[src/rtl/ftrig_pkg.sv]
package ftrig_pkg;
    localparam int FOLDS   = 4;
    localparam int SEL_W   = 2;
    localparam int DEPTH_W = 4;
    localparam int ADDR_W  = 4;
    localparam int CTRL_W  = 11;

    typedef struct packed {
        logic               mask_fin;
        logic               mask_y;
        logic               mask_x;
        logic [DEPTH_W-1:0] depth;
        logic [1:0]         rsvd;
        logic [SEL_W-1:0]   fold_sel;
    } ctrl_t;

    typedef enum logic [ADDR_W-1:0] {
        A_CTRL  = 4'd0,
        A_XMASK = 4'd1,
        A_YMASK = 4'd2,
        A_CMD   = 4'd3,
        A_SCX   = 4'd4,
        A_SCY   = 4'd5,
        A_SCF   = 4'd6,
        A_LATX  = 4'd7,
        A_LATY  = 4'd8,
        A_STAT  = 4'd9
    } reg_addr_e;

    localparam int CMD_CLR_ATTN = 0;
    localparam int CMD_CLR_SC   = 1;

    localparam ctrl_t CTRL_RESET = '{mask_fin: 1'b0, mask_y: 1'b0, mask_x: 1'b0,
                                     depth: 4'd5, rsvd: 2'b00, fold_sel: 2'd0};

    function automatic logic [DEPTH_W-1:0] eff_depth(input logic [DEPTH_W-1:0] d);
        return (d == '0) ? DEPTH_W'(1) : d;
    endfunction
endpackage

[src/rtl/ftrig_view.sv]
module ftrig_view
    import ftrig_pkg::*;
#(
    parameter int NPLANES = 14,
    localparam int NB  = NPLANES * FOLDS,
    localparam int SPW = NPLANES + 1
) (
    input  logic               clk,
    input  logic               rst,
    input  logic [NB-1:0]      fold_in,
    input  logic [NB-1:0]      in_mask,
    input  logic [SEL_W-1:0]   fold_sel,
    input  logic [DEPTH_W-1:0] depth,
    output logic [NB-1:0]      fold_seen,
    output logic               hit
);
    logic [NB-1:0]      fold_q;
    logic [NPLANES-1:0] active;
    logic [NPLANES-1:0] win_ok;
    logic [DEPTH_W-1:0] d_eff;
    logic [SPW-1:0]     ones_d;
    logic [SPW-1:0]     act_ext;

    always_ff @(posedge clk) begin
        if (rst) fold_q <= '0;
        else     fold_q <= fold_in & ~in_mask;
    end

    always_comb begin
        for (int p = 0; p < NPLANES; p++)
            active[p] = fold_q[p*FOLDS + int'(fold_sel)];
    end

    assign d_eff   = eff_depth(depth);
    assign ones_d  = (SPW'(1) << d_eff) - SPW'(1);
    assign act_ext = {1'b0, active};

    for (genvar w = 0; w < NPLANES; w++) begin : g_win
        logic [SPW-1:0] span;
        assign span      = ones_d << w;
        assign win_ok[w] = ((int'(d_eff) + w) <= NPLANES) && ((act_ext & span) == span);
    end

    always_ff @(posedge clk) begin
        if (rst) begin
            hit       <= 1'b0;
            fold_seen <= '0;
        end else begin
            hit       <= |win_ok;
            fold_seen <= fold_q;
        end
    end
endmodule

[src/rtl/ftrig_scaler.sv]
module ftrig_scaler #(
    parameter int W = 24,
    localparam logic [W-1:0] MAXV = {W{1'b1}}
) (
    input  logic         clk,
    input  logic         rst,
    input  logic         clr,
    input  logic         inc,
    output logic [W-1:0] count
);
    always_ff @(posedge clk) begin
        if (rst || clr)               count <= '0;
        else if (inc && count != MAXV) count <= count + W'(1);
    end
endmodule

[src/rtl/ftrig_top.sv]
module ftrig_top
    import ftrig_pkg::*;
#(
    parameter int NPLANES  = 14,
    parameter int SCALER_W = 24,
    parameter int DATA_W   = 64,
    localparam int NB      = NPLANES * FOLDS,
    localparam int NVIEW   = 2,
    localparam int NSC     = 3
) (
    input  logic              clk,
    input  logic              rst,
    input  logic [NB-1:0]     x_fold,
    input  logic [NB-1:0]     y_fold,
    input  logic              wr_en,
    input  logic [ADDR_W-1:0] wr_addr,
    input  logic [DATA_W-1:0] wr_data,
    input  logic [ADDR_W-1:0] rd_addr,
    output logic [DATA_W-1:0] rd_data,
    output logic              final_trig,
    output logic              attn
);
    ctrl_t              ctrl_q;
    logic [NB-1:0]      in_mask_q [NVIEW];
    logic [NB-1:0]      fold_in   [NVIEW];
    logic [NB-1:0]      fold_seen [NVIEW];
    logic [NB-1:0]      lat_q     [NVIEW];
    logic [NVIEW-1:0]   view_hit, view_out, view_prev, view_edge, out_mask;
    logic               any_prev, fire, attn_q;
    logic               clr_attn, clr_sc;
    logic [NSC-1:0]     sc_inc;
    logic [SCALER_W-1:0] sc_val [NSC];
    logic [NB-1:0]      lat_x, lat_y;
    logic [SCALER_W-1:0] sc_fin, sc_x;
    logic               mask_fin_w;

    assign fold_in[0] = x_fold;
    assign fold_in[1] = y_fold;

    // configuration and command decode
    assign clr_attn = wr_en && (reg_addr_e'(wr_addr) == A_CMD) && wr_data[CMD_CLR_ATTN];
    assign clr_sc   = wr_en && (reg_addr_e'(wr_addr) == A_CMD) && wr_data[CMD_CLR_SC];

    always_ff @(posedge clk) begin
        if (rst) begin
            ctrl_q       <= CTRL_RESET;
            in_mask_q[0] <= '0;
            in_mask_q[1] <= '0;
        end else if (wr_en) begin
            case (reg_addr_e'(wr_addr))
                A_CTRL: begin
                    ctrl_q      <= ctrl_t'(wr_data[CTRL_W-1:0]);
                    ctrl_q.rsvd <= '0;
                end
                A_XMASK: in_mask_q[0] <= wr_data[NB-1:0];
                A_YMASK: in_mask_q[1] <= wr_data[NB-1:0];
                default: ;
            endcase
        end
    end

    // per-view window coincidence
    for (genvar v = 0; v < NVIEW; v++) begin : g_view
        ftrig_view #(.NPLANES(NPLANES)) u_view (
            .clk      (clk),
            .rst      (rst),
            .fold_in  (fold_in[v]),
            .in_mask  (in_mask_q[v]),
            .fold_sel (ctrl_q.fold_sel),
            .depth    (ctrl_q.depth),
            .fold_seen(fold_seen[v]),
            .hit      (view_hit[v])
        );
    end

    // output masks, edge detection, final decision
    assign out_mask  = {ctrl_q.mask_y, ctrl_q.mask_x};
    assign view_out  = view_hit & ~out_mask;
    assign view_edge = view_out & ~view_prev;
    assign fire      = (|view_out) && !any_prev && !attn_q && !ctrl_q.mask_fin;

    always_ff @(posedge clk) begin
        if (rst) begin
            view_prev  <= '0;
            any_prev   <= 1'b0;
            attn_q     <= 1'b0;
            final_trig <= 1'b0;
            lat_q[0]   <= '0;
            lat_q[1]   <= '0;
        end else begin
            view_prev  <= view_out;
            any_prev   <= |view_out;
            final_trig <= fire;
            if (fire)          attn_q <= 1'b1;
            else if (clr_attn) attn_q <= 1'b0;
            if (fire) begin
                lat_q[0] <= fold_seen[0];
                lat_q[1] <= fold_seen[1];
            end
        end
    end
    assign attn = attn_q;

    // scalers: X edges, Y edges, accepted finals
    assign sc_inc = {fire, view_edge[1], view_edge[0]};
    for (genvar s = 0; s < NSC; s++) begin : g_sc
        ftrig_scaler #(.W(SCALER_W)) u_sc (
            .clk  (clk),
            .rst  (rst),
            .clr  (clr_sc),
            .inc  (sc_inc[s]),
            .count(sc_val[s])
        );
    end

    assign lat_x      = lat_q[0];
    assign lat_y      = lat_q[1];
    assign sc_fin     = sc_val[2];
    assign sc_x       = sc_val[0];
    assign mask_fin_w = ctrl_q.mask_fin;

    // read mux
    always_comb begin
        rd_data = '0;
        case (reg_addr_e'(rd_addr))
            A_CTRL:  rd_data = DATA_W'(ctrl_q);
            A_XMASK: rd_data = DATA_W'(in_mask_q[0]);
            A_YMASK: rd_data = DATA_W'(in_mask_q[1]);
            A_SCX:   rd_data = DATA_W'(sc_val[0]);
            A_SCY:   rd_data = DATA_W'(sc_val[1]);
            A_SCF:   rd_data = DATA_W'(sc_val[2]);
            A_LATX:  rd_data = DATA_W'(lat_q[0]);
            A_LATY:  rd_data = DATA_W'(lat_q[1]);
            A_STAT:  rd_data = DATA_W'(attn_q);
            default: rd_data = '0;
        endcase
    end
endmodule

[config.mk]
export PLATFORM = sky130hd
export DESIGN_NAME = ftrig_top
export DESIGN_NICKNAME = d
export VERILOG_FILES = /design/src/rtl/ftrig_pkg.sv /design/src/rtl/ftrig_view.sv /design/src/rtl/ftrig_scaler.sv /design/src/rtl/ftrig_top.sv
export SDC_FILE = /design/constraint.sdc
export NUM_CORES = 1
export LEC_CHECK = 0
export BUFFER_PORTS_ARGS = -buffer_cell sky130_fd_sc_hd__buf_2
export CAP_MARGIN = 30
export CORE_ASPECT_RATIO = 1.75
export CORE_MARGIN = 2
export CORE_UTILIZATION = 35
export CTS_BUF_LIST = sky130_fd_sc_hd__clkbuf_8 sky130_fd_sc_hd__clkbuf_16
export DETAILED_ROUTE_END_ITERATION = 6
export GPL_ROUTABILITY_DRIVEN = 0
export MAX_ROUTING_LAYER = met4
export PLACE_DENSITY_LB_ADDON = 0.3
export SYNTH_ARGS = -nofsm -noshare
export SYNTH_HDL_FRONTEND = slang
export SYNTH_HIERARCHICAL = 1
export SYNTH_SLANG_ARGS = --single-unit
[constraint.sdc]
create_clock -name clk -period 5.15 [get_ports clk]
set_input_delay 0 -clock clk [delete_from_list [all_inputs] [get_ports clk]]
set_output_delay 0 -clock clk [all_outputs]
set_load 0.05 [all_outputs]
==> results of run 1 <==
power groups by stage:
| stage | combinational (mW) | sequential, mW | clock (mW) |
|---|---|---|---|
| after floorplan | 0.430 | 4.71 | 0 |
| after global placement | 0.688 | 4.75 | 0 |
| after detailed placement | 0.696 | 4.75 | 0 |
| after CTS | 0.803 | 4.66 | 4.32 |
| after global routing | 0.856 | 4.67 | 4.48 |
| final | 0.816 | 4.66 | 4.25 |
synthesized netlist by cell type (all sizes together) (6+ instances only):
cell / n / share of area [%]
edfxtp: 224 / 27
and3: 11 / 0.28
a21oi: 61 / 1.3
a2111oi: 11 / 0.78
nor4b: 11 / 0.44
or2: 8 / 0.20
o22a: 7 / 0.25
a211oi: 21 / 0.68
a22oi: 105 / 3.2
nor3: 25 / 0.62
nor2b: 135 / 3.4
o211ai: 11 / 0.34
o2111ai: 12 / 0.43
mux4: 27 / 2.5
o221ai: 25 / 0.94
buf: 101 / 2.5
a31o: 7 / 0.25
dfxtp: 312 / 25
nand3b: 9 / 0.28
nand2: 74 / 1.2
and2: 184 / 4.7
nand4b: 6 / 0.21
nor2: 129 / 2.0
nor4: 12 / 0.31
inv: 49 / 0.75
o21ai: 71 / 1.4
xor2: 10 / 0.36
a32oi: 10 / 0.36
o22ai: 48 / 1.2
nand4: 38 / 1.2
a41o: 8 / 0.33
ha: 23 / 1.2
and4: 6 / 0.28
nand2b: 16 / 0.41
a31oi: 14 / 0.36
mux2: 8 / 0.37
a22o: 14 / 0.50
clkbuf: 65 / 1.0
nor3b: 116 / 3.6
mux2i: 28 / 1.2
nand3: 33 / 0.67
or4: 7 / 0.25
xnor2: 54 / 1.9
cells by family (layout without fill, tap and decap cells):
kind of cell,count (synthesis),in the layout,synth area share (%)
other,1,15,0.01530
flip-flops,536,536,52.92
AND/OR/NAND/NOR,837,837,20.66
buffers and inverters,215,606,4.216
adder cells (fa/ha/maj),23,23,1.174
AO/OA/AOI/OAI,485,485,14.70
multiplexers,63,63,4.022
XOR/XNOR,64,64,2.287
sequential cells by signal, indices dropped and copies added (netlist names), 2 cells and up:
signal,flops
g_view.u_view/fold_q,112
g_view.u_view/fold_seen,112
in_mask_q,112
lat_q,112
g_sc.u_sc/count,72
ctrl_q,8
g_view.u_view/hit,2
view_prev,2
through the flow:
step / instance area (µm²) / utilization (%) / hold WS (ps) / total power [mW]
2_1_floorplan: 24540 / - / 147.5 / 5.142
3_3_place_gp: 26390 / 37.97 / 258.9 / 5.440
3_5_place_dp: 26420 / 38.00 / 266.9 / 5.451
4_1_cts: 30140 / 43.36 / 2.083 / 9.789
5_1_grt: 30180 / 43.42 / 30.66 / 10.01
6_report: 30180 / 43.42 / 27.50 / 9.729
cell type report:
| cell class | count | area, µm² | area share, % |
|---|---|---|---|
| antenna | 7 | 17.52 | 0.05804 |
| clock buffer | 62 | 1473 | 4.879 |
| clock inverter | 36 | 447.9 | 1.484 |
| inverter | 49 | 183.9 | 0.6094 |
| multi-input combinational | 1480 | 10580 | 35.05 |
| sequential | 536 | 12980 | 42.99 |
| tap | 910 | 1139 | 3.772 |
| timing repair buffer | 459 | 3367 | 11.16 |
path summary, 6_finish.rpt:
path                          from                             end
setup reg to reg         ctrl_q[7]            g_view[1].u_view/hit
setup / recovery         ctrl_q[7]            g_view[1].u_view/hit
hold / removal                 rst  g_view[0].u_view/fold_seen[14]
hold reg to reg   in_mask_q[0][89]     g_view[1].u_view/fold_q[33]
repair_timing:
action,in CTS,in global routing
gates resized for setup,0,0
endpoints found under the hold margin,234,0
hold buffers,180,0
endpoints found under the setup margin,0,0
per-layer routing:
| metal | track usage, % | vias up |
|---|---|---|
| li1 | - | 8935 |
| met1 | 26.20 | 9865 |
| met2 | 41.90 | 1083 |
| met3 | 4.078 | 284 |
| met4 | 13.42 | 0 |
| met5 | - | - |
critical path, stage by stage, from the launching register on:
cell and delay, ps:
dfxtp_1 580, inv_1 260, ha_1 240, buf_4 180
nor3_1 400, and2_1 520, inv_1 100, ha_1 290
xnor2_1 620, o22ai_1 150, or4_4 440, nor4b_2 310
o21bai_2 200, a21oi_2 80, a41oi_2 200
==> summary.txt, run 1 <==
Combinational group share of total power = 8.4%
Hold WC Path Type = in2reg
Clk pwr share = 43.7%
GRT Total Usage = 24.23%
Leakage power = 11.01 nW
Period utilization = 90.64%
Max Cap Viol = 0
Post-synthesis cell count = 2224
Synth Register Bits = 536
Clock transition at the registers of the reported paths = 70 ps
Tmin final = 4668 ps
Slew Viols, Final = 0
Layout cells sized above 1 = 18.27%
Seq/Total Area, Yosys = 52.92%
Met3 WL = 6.256 mm
Top sig layer = met4
Global-route wire length before repair = 127.4 mm
Part of the power in registers = 47.9%
Peak supply drop = 0.2874 mV
Worst clock skew = 33.12 ps
Largest net degree at the start of global routing = 98
Die X = 204.0 µm
R2r worst-path depth = 14
Status = completed
Post-CTS Setup Repair Bufs = 0
EDFF count, synth = 224
Synth-to-layout area growth = 23.14%
Routed length on met1 = 31.61 mm
Pwr per Cell Area = 322.3 nW/µm²
R2r setup slk = 480 ps
Initial Util = 35.26%
Most frequent cells in the layout = dfxtp_1 (309), buf_2 (235), edfxtp_1 (224)
Met2 WL = 43.90 mm
Vias = 20167
Fillers = 6553
Pre-CTS WS = 747.0 ps
CP Class = reg2reg
Setup TNS = 0 ps
Synth unique cells = 92
Post-Syn Area = 24510 µm²
Input/output buffers = 236
Post-route insts no fill = 3539
Async SR Flop Fraction = 0%
RSZ-0062 raised after global routing = false
Sw power = 2.342 mW
Worst-path fanout max = 12
Initial antenna violation count = 8
Post-Route WL = 86.97 mm
Die H = 354.1 µm
Num Clock Sinks = 536
Wire per inst = 24.58 µm
CTS Root Buffer Type = clkbuf_16
Worst-Skew Late Latency = 630 ps
Peak Freq = 0.2142 GHz
Worst Setup Start Kind = register
Post-DP HPWL = 59.97 mm
H-tree lvl count = 2
Row count = 128
Most common cell after layout, fill and taps aside = dfxtp_1
Synth Area per Inst = 11.02 µm²
Slew @ Worst Pin = 1007 ps
Grt total ovfl = 0
Post-synth top flop = dfxtp_1
Drt initial violations = 1725
# IOs = 253
Die footprint = 72250 µm²
Sw Ratio = 24.08%
Req. time, crit path = 5670 ps
TritonCTS clock tree = built
Crit path DAT = 5180 ps
Core region area = 69510 µm²
Hold path cells = 2
Post-route ant nets = 0
P_int = 7.386 mW
# DRC = 0
Drt via density = 5.699
Endpoints failing hold = 0
Ys Warns = 6
Final setup viols = 0
Vias in the first global route = 20323
Placed Cells = 3253
Worst setup EP type = register
Post-route setup slack = 482.2 ps
Initial DRT Pass Iterations = 5
Layout Nets = 2788
CTS buffer count = 52
Longest Clk Path Bufs = 3
Relative slew slack = 32.61%
No activity file was read; power rests on OpenSTA's default activity.
==> inputs of run 2 (changes only) <==
--- a/config.mk
+++ b/config.mk
@@ -9,7 +9,7 @@
 export CAP_MARGIN = 30
 export CORE_ASPECT_RATIO = 1.75
 export CORE_MARGIN = 2
-export CORE_UTILIZATION = 35
+export CORE_UTILIZATION = 25
 export CTS_BUF_LIST = sky130_fd_sc_hd__clkbuf_8 sky130_fd_sc_hd__clkbuf_16
 export DETAILED_ROUTE_END_ITERATION = 6
 export GPL_ROUTABILITY_DRIVEN = 0
==> run 2 against run 1 <==
  * Flip-flop and latch count unchanged
  * Design area up 2.8%
  * Power about the same
  * Clock skew up 2.5 ps
  * Combinational power up 3.1%
  * Sequential power about the same
  * Non-clock buffer count up 33
  * Via count down 2.7%
  * Global-route usage down 5.8 points
  * Die area up 39%
  * First-iteration DRC count down 18%
==> summary.txt, run 2 (synthesis results as in run 1) <==
P_int = 7.333 mW (-0.72%)
Drt via density = 4.929 (-13%)
# IOs = 253 (unchanged)
Peak Freq = 0.2376 GHz (+11%)
Sw power = 2.396 mW (+2.3%)
Initial Util = 25.12% (-10 points)
GRT met1 Usage = 20.40% (-5.8 points)
Placed Area = 26930 µm² (+1.9%)
Worst-path fanout max = 12 (unchanged)
Post-CTS Setup Repair Bufs = 0 (unchanged)
Num Clock Sinks = 536 (unchanged)
Grt total ovfl = 0 (unchanged)
Longest Clk Path Bufs = 3 (unchanged)
CTS buffer count = 54 (+3.8%)
Most frequent cells in the layout = dfxtp_1 (308), buf_2 (235), edfxtp_1 (224)
Post-route ant nets = 0 (unchanged)
Die footprint = 100700 µm² (+39%)
Global-route wire length before repair = 132.1 mm (+3.7%)
Global route hottest layer = met2
Design area = 31020 µm² (+2.8%)
# DRC = 0 (unchanged)
GRT Total Usage = 18.41% (-5.8 points)
Fillers = 9915 (+51%)
Layout Nets = 2823 (+1.3%)
Crit path DAT = 4750 ps (-430 ps)
Initial DRT Pass Iterations = 5 (unchanged)
WHS = 181.5 ps (+154.0 ps)
Sw Ratio = 24.63% (+0.55 points)
Clk pwr share = 43.4% (-0.3 points)
Relative slew slack = 35.67% (+3.1 points)
Period utilization = 81.74% (-8.9 points)
End of the critical path = g_view[0].u_view/hit
Drt initial violations = 1416 (-18%)
Status = completed
Worst r2r dst = g_view[0].u_view/hit
Core region area = 97560 µm² (+40%)
Worst clock skew = 35.67 ps (+2.545 ps)
M3 GR Usage = 2.696% (-1.4 points)
FF-to-FF Start = ctrl_q[7]
Die X = 240.7 µm (+18%)
Worst setup EP type = register
Clock transition at the registers of the reported paths = 60 ps (about the same)
Worst-Skew Late Latency = 640 ps (about the same)
Largest net degree at the start of global routing = 111 (+13%)
Leakage power = 11.24 nW (+2.1%)
Most common cell after layout, fill and taps aside = dfxtp_1
Req. time, crit path = 5690 ps (+20 ps)
Peak supply drop = 0.2540 mV (-12%)
CP Class = reg2reg
Part of the power in registers = 47.9% (about the same)
Post-Route WL = 91.53 mm (+5.2%)
Row count = 152 (+19%)
Vias = 19629 (-2.7%)
TritonCTS clock tree = built
CP startpoint = ctrl_q[7]
Fin util = 31.80% (-12 points)
Initial antenna violation count = 16 (+8)
Combinational group share of total power = 8.6% (+0.2 points)
H-tree lvl count = 2 (unchanged)
Endpoints failing hold = 0 (unchanged)
Slew Viols, Final = 0 (unchanged)
Vias in the first global route = 19566 (-3.7%)
Layout cells sized above 1 = 17.87% (-0.40 points)
Post-DP HPWL = 64.46 mm (+7.5%)
Final setup viols = 0 (unchanged)
R2r setup slk = 940 ps (+460 ps)
Pwr per Cell Area = 313.7 nW/µm² (-2.7%)
Input/output buffers = 236 (unchanged)
Worst Setup Start Kind = register
Die H = 418.2 µm (+18%)
Final Power = 9.730 mW (about the same)
Hold WC Path Type = in2reg
Met2 usage = 32.61% (-9.3 points)
RSZ-0062 raised after global routing = false
Synth-to-layout area growth = 26.56%
CTS Root Buffer Type = clkbuf_16
Wire per inst = 22.99 µm (-6.5%)
R2r worst-path depth = 13 (-1)
Slew @ Worst Pin = 962.9 ps (-44.14 ps)
Setup TNS = 0 ps (unchanged)
Max Cap Viol = 0 (unchanged)
Tmin final = 4210 ps (-458.2 ps)
-- run 2: layout make-up --
class / instances / area (µm²) / share of cell area, %
multi-input combinational: 1480 / 10590 / 34.13
clock inverter: 38 / 389.1 / 1.254
inverter: 49 / 183.9 / 0.5929
sequential: 536 / 12980 / 41.83
tap: 1309 / 1638 / 5.280
antenna: 15 / 37.54 / 0.1210
clock buffer: 63 / 1498 / 4.828
timing repair buffer: 492 / 3709 / 11.95
-- run 2: power groups by stage --
stage	sequential [mW]	combinational (mW)	clock, mW
final	4.66	0.841	4.23
after global routing	4.68	0.892	4.46
after CTS	4.66	0.836	4.32
after detailed placement	4.76	0.712	0
after global placement	4.76	0.711	0
after floorplan	4.71	0.430	0
-- run 2: worst min-delay path by stage --
stage	startpoint	endpoint	slack (ps)	cells past startpoint
after floorplan	wr_data[8]	ctrl_q[8]	150	2
after global placement	y_fold[47]	g_view[1].u_view/fold_q[47]	260	2
after detailed placement	y_fold[48]	g_view[1].u_view/fold_q[48]	270	2
after CTS	x_fold[38]	g_view[0].u_view/fold_q[38]	150	3
after global routing	x_fold[37]	g_view[0].u_view/fold_q[37]	170	3
final	x_fold[37]	g_view[0].u_view/fold_q[37]	180	3
-- run 2: critical path, cell delays in order, from the launching register on --
cell and delay (ps):
dfxtp_2 330, inv_1 260, ha_1 490, or3b_4 480
nand2_1 110, ha_1 390, nor4bb_1 130, a311oi_2 610
o21ai_0 190, nor4_1 450, o2111ai_1 180, a22oi_1 200
a21oi_1 80, a41oi_2 220
-- run 2: metrics by stage --
step                worst slack, ps  std cells
floorplan                     812.3       2231
global placement              919.9       3649
detailed placement             1104       3652
CTS                            1071       3965
global route                  734.4       3981
finish                        940.4       3982
-- run 2: per-layer routing --
layer | vias to the layer above | share of wire (%) | wire, µm
met4 | 0 | 4.7 | 4278
met1 | 9663 | 39 | 35590
li1 | 9021 | - | -
met2 | 760 | 51 | 46840
met5 | - | 0 | 0
met3 | 185 | 5.3 | 4822
-- run 2: timing repair --
item                                    in CTS  in global routing
endpoints found under the setup margin       0                  0
endpoints found under the hold margin      263                  0
hold buffers                               212                  0
gates resized for setup                      0                  0
==> inputs of run 3 (changes only) <==
==> constraint.sdc (replaced) <==
create_clock -name clk -period 3.65 [get_ports clk]
set_input_delay 0 -clock clk [delete_from_list [all_inputs] [get_ports clk]]
set_output_delay 0 -clock clk [all_outputs]
set_load 0.05 [all_outputs]
==> run 3 against run 2 <==
  * Wire length rose by 1.7%
  * Die area did not move
  * Power grew 37%
  * Flip-flop and latch count unchanged
  * Fmax up 22%
  * Critical path type unchanged
  * Critical endpoint unchanged
==> summary.txt, run 3 (synthesis results as in run 1) <==
Endpoints failing hold = 0 (unchanged)
WHS = 153.8 ps (-27.77 ps)
Initial antenna violation count = 15 (-1)
Clock transition at the registers of the reported paths = 70 ps (about the same)
Initial Util = 25.12% (unchanged)
Design area = 31000 µm² (about the same)
Num Clock Sinks = 536 (unchanged)
Hold path endpoint = in_mask_q[0][9]
Post-DP HPWL = 67.22 mm (+4.3%)
Layout cells sized above 1 = 19.30% (+1.4 points)
Input/output buffers = 236 (unchanged)
Worst setup EP type = register
FF-to-FF Start = ctrl_q[6]
Tmin final = 3438 ps (-771.6 ps)
Vias in the first global route = 19817 (+1.3%)
Hold path cells = 2 (-1)
Worst-Skew Late Latency = 640 ps (about the same)
Relative slew slack = 34.74% (-0.94 points)
Die footprint = 100700 µm² (unchanged)
Slew Viols, Final = 0 (unchanged)
CTS buffer count = 54 (unchanged)
Vias = 19788 (+0.81%)
Pwr per Cell Area = 429.2 nW/µm² (+37%)
Largest net degree at the start of global routing = 148 (+33%)
Most common cell after layout, fill and taps aside = dfxtp_1
Req. time, crit path = 4190 ps (-1500 ps)
RSZ-0062 raised after global routing = false
Max Cap Viol = 0 (unchanged)
Peak supply drop = 0.3587 mV (+41%)
Global-route wire length before repair = 132.9 mm (+0.58%)
Hold WC Path Type = in2reg
Grt total ovfl = 0 (unchanged)
# IOs = 253 (unchanged)
Post-Route WL = 93.13 mm (+1.7%)
Most frequent cells in the layout = dfxtp_1 (307), buf_2 (235), edfxtp_1 (224)
GRT Total Usage = 18.61% (+0.21 points)
CTS Root Buffer Type = clkbuf_16
Worst r2r dst = g_view[0].u_view/hit
Drt initial violations = 1877 (+33%)
Leakage power = 11.26 nW (+0.12%)
Wire per inst = 23.26 µm (+1.2%)
Die H = 418.2 µm (unchanged)
Synth-to-layout area growth = 26.46% (about the same)
Initial DRT Pass Iterations = 6 (+1)
R2r setup slk = 210 ps (-730 ps)
Crit path DAT = 3970 ps (-780 ps)
Worst-path fanout max = 11 (-1)
Post-route ant nets = 0 (unchanged)
Setup TNS = 0 ps (unchanged)
Die X = 240.7 µm (unchanged)
CP Class = reg2reg
Period utilization = 94.19% (+12 points)
Layout Nets = 2845 (+0.78%)
Slew @ Worst Pin = 979.0 ps (+16.05 ps)
Status = completed
R2r worst-path depth = 14 (+1)
Worst clock skew = 39.73 ps (+4.065 ps)
Worst Setup Start Kind = register
H-tree lvl count = 2 (unchanged)
Longest Clk Path Bufs = 3 (unchanged)
Final setup viols = 0 (unchanged)
Placed Area = 27320 µm² (+1.5%)
# DRC = 0 (unchanged)
TritonCTS clock tree = built
Hold Crit Start = wr_addr[0]
Peak Freq = 0.2909 GHz (+22%)
Row count = 152 (unchanged)
Drt via density = 4.943 (+0.28%)
Core region area = 97560 µm² (unchanged)
Post-CTS Setup Repair Bufs = 0 (unchanged)
[run 3: where the power goes]
part	switching (mW)	total, mW	internal [mW]
Clock	2.52	5.53	3.01
Sequential	0.123	6.58	6.45
Combinational	0.741	1.20	0.458
[run 3: how the worst max path moves through the flow]
stage / cells after the start / from / to
2_1_floorplan: 18 / ctrl_q[6] / g_view[0].u_view/hit
3_3_place_gp: 14 / ctrl_q[6] / g_view[0].u_view/hit
3_5_place_dp: 14 / ctrl_q[6] / g_view[0].u_view/hit
4_1_cts: 14 / ctrl_q[6] / g_view[0].u_view/hit
5_1_grt: 14 / ctrl_q[6] / g_view[0].u_view/hit
6_report: 14 / ctrl_q[6] / g_view[0].u_view/hit
[run 3: area by class of cell]
cell class	instances	area [µm²]
Fill cell	9949	66570
Sequential cell	536	12980
Multi-Input combinational cell	1480	10590
Timing Repair Buffer	514	3844
Tap cell	1309	1638
Clock buffer	58	1406
Clock inverter	42	321.6
Inverter	49	183.9
Antenna cell	15	37.54
[run 3: worst max-delay path, stage by stage (launching register included)]
cell	delay [ps]
dfxtp_2	330
inv_1	70
ha_1	160
buf_4	190
or2b_1	350
o31ai_1	100
nand2_1	80
ha_1	280
xnor2_1	440
buf_4	270
o221ai_1	130
or4_1	450
o21ai_0	180
a221oi_1	80
a41oi_2	200
[run 3: repair_timing]
| action | CTS | global route |
|---|---|---|
| setup endpoints to repair | 0 | 1 |
| hold buffers | 191 | 0 |
| gates resized for setup | 0 | 1 |
| hold endpoints to repair | 248 | 0 |
[run 3: through the flow]
step	std cells	setup WS, ps	util, %	power (mW)
6_report	4003	212.0	31.77	13.30
5_1_grt	4001	0.4450	31.77	13.73
2_1_floorplan	2231	38.02	-	7.252
3_5_place_dp	3697	327.2	28.00	7.746
3_3_place_gp	3697	339.3	28.00	7.749
4_1_cts	3988	291.3	31.73	13.44
[run 3: routing by layer]
metal / wire length (µm) / global-route usage (%) / share of wire [%] / vias to the layer above
li1: - / - / - / 9067
met4: 4775 / 8.643 / 5.1 / 0
met1: 35570 / 20.32 / 38 / 9777
met5: 0 / - / 0 / -
met3: 5060 / 2.874 / 5.4 / 202
met2: 47720 / 32.90 / 51 / 742
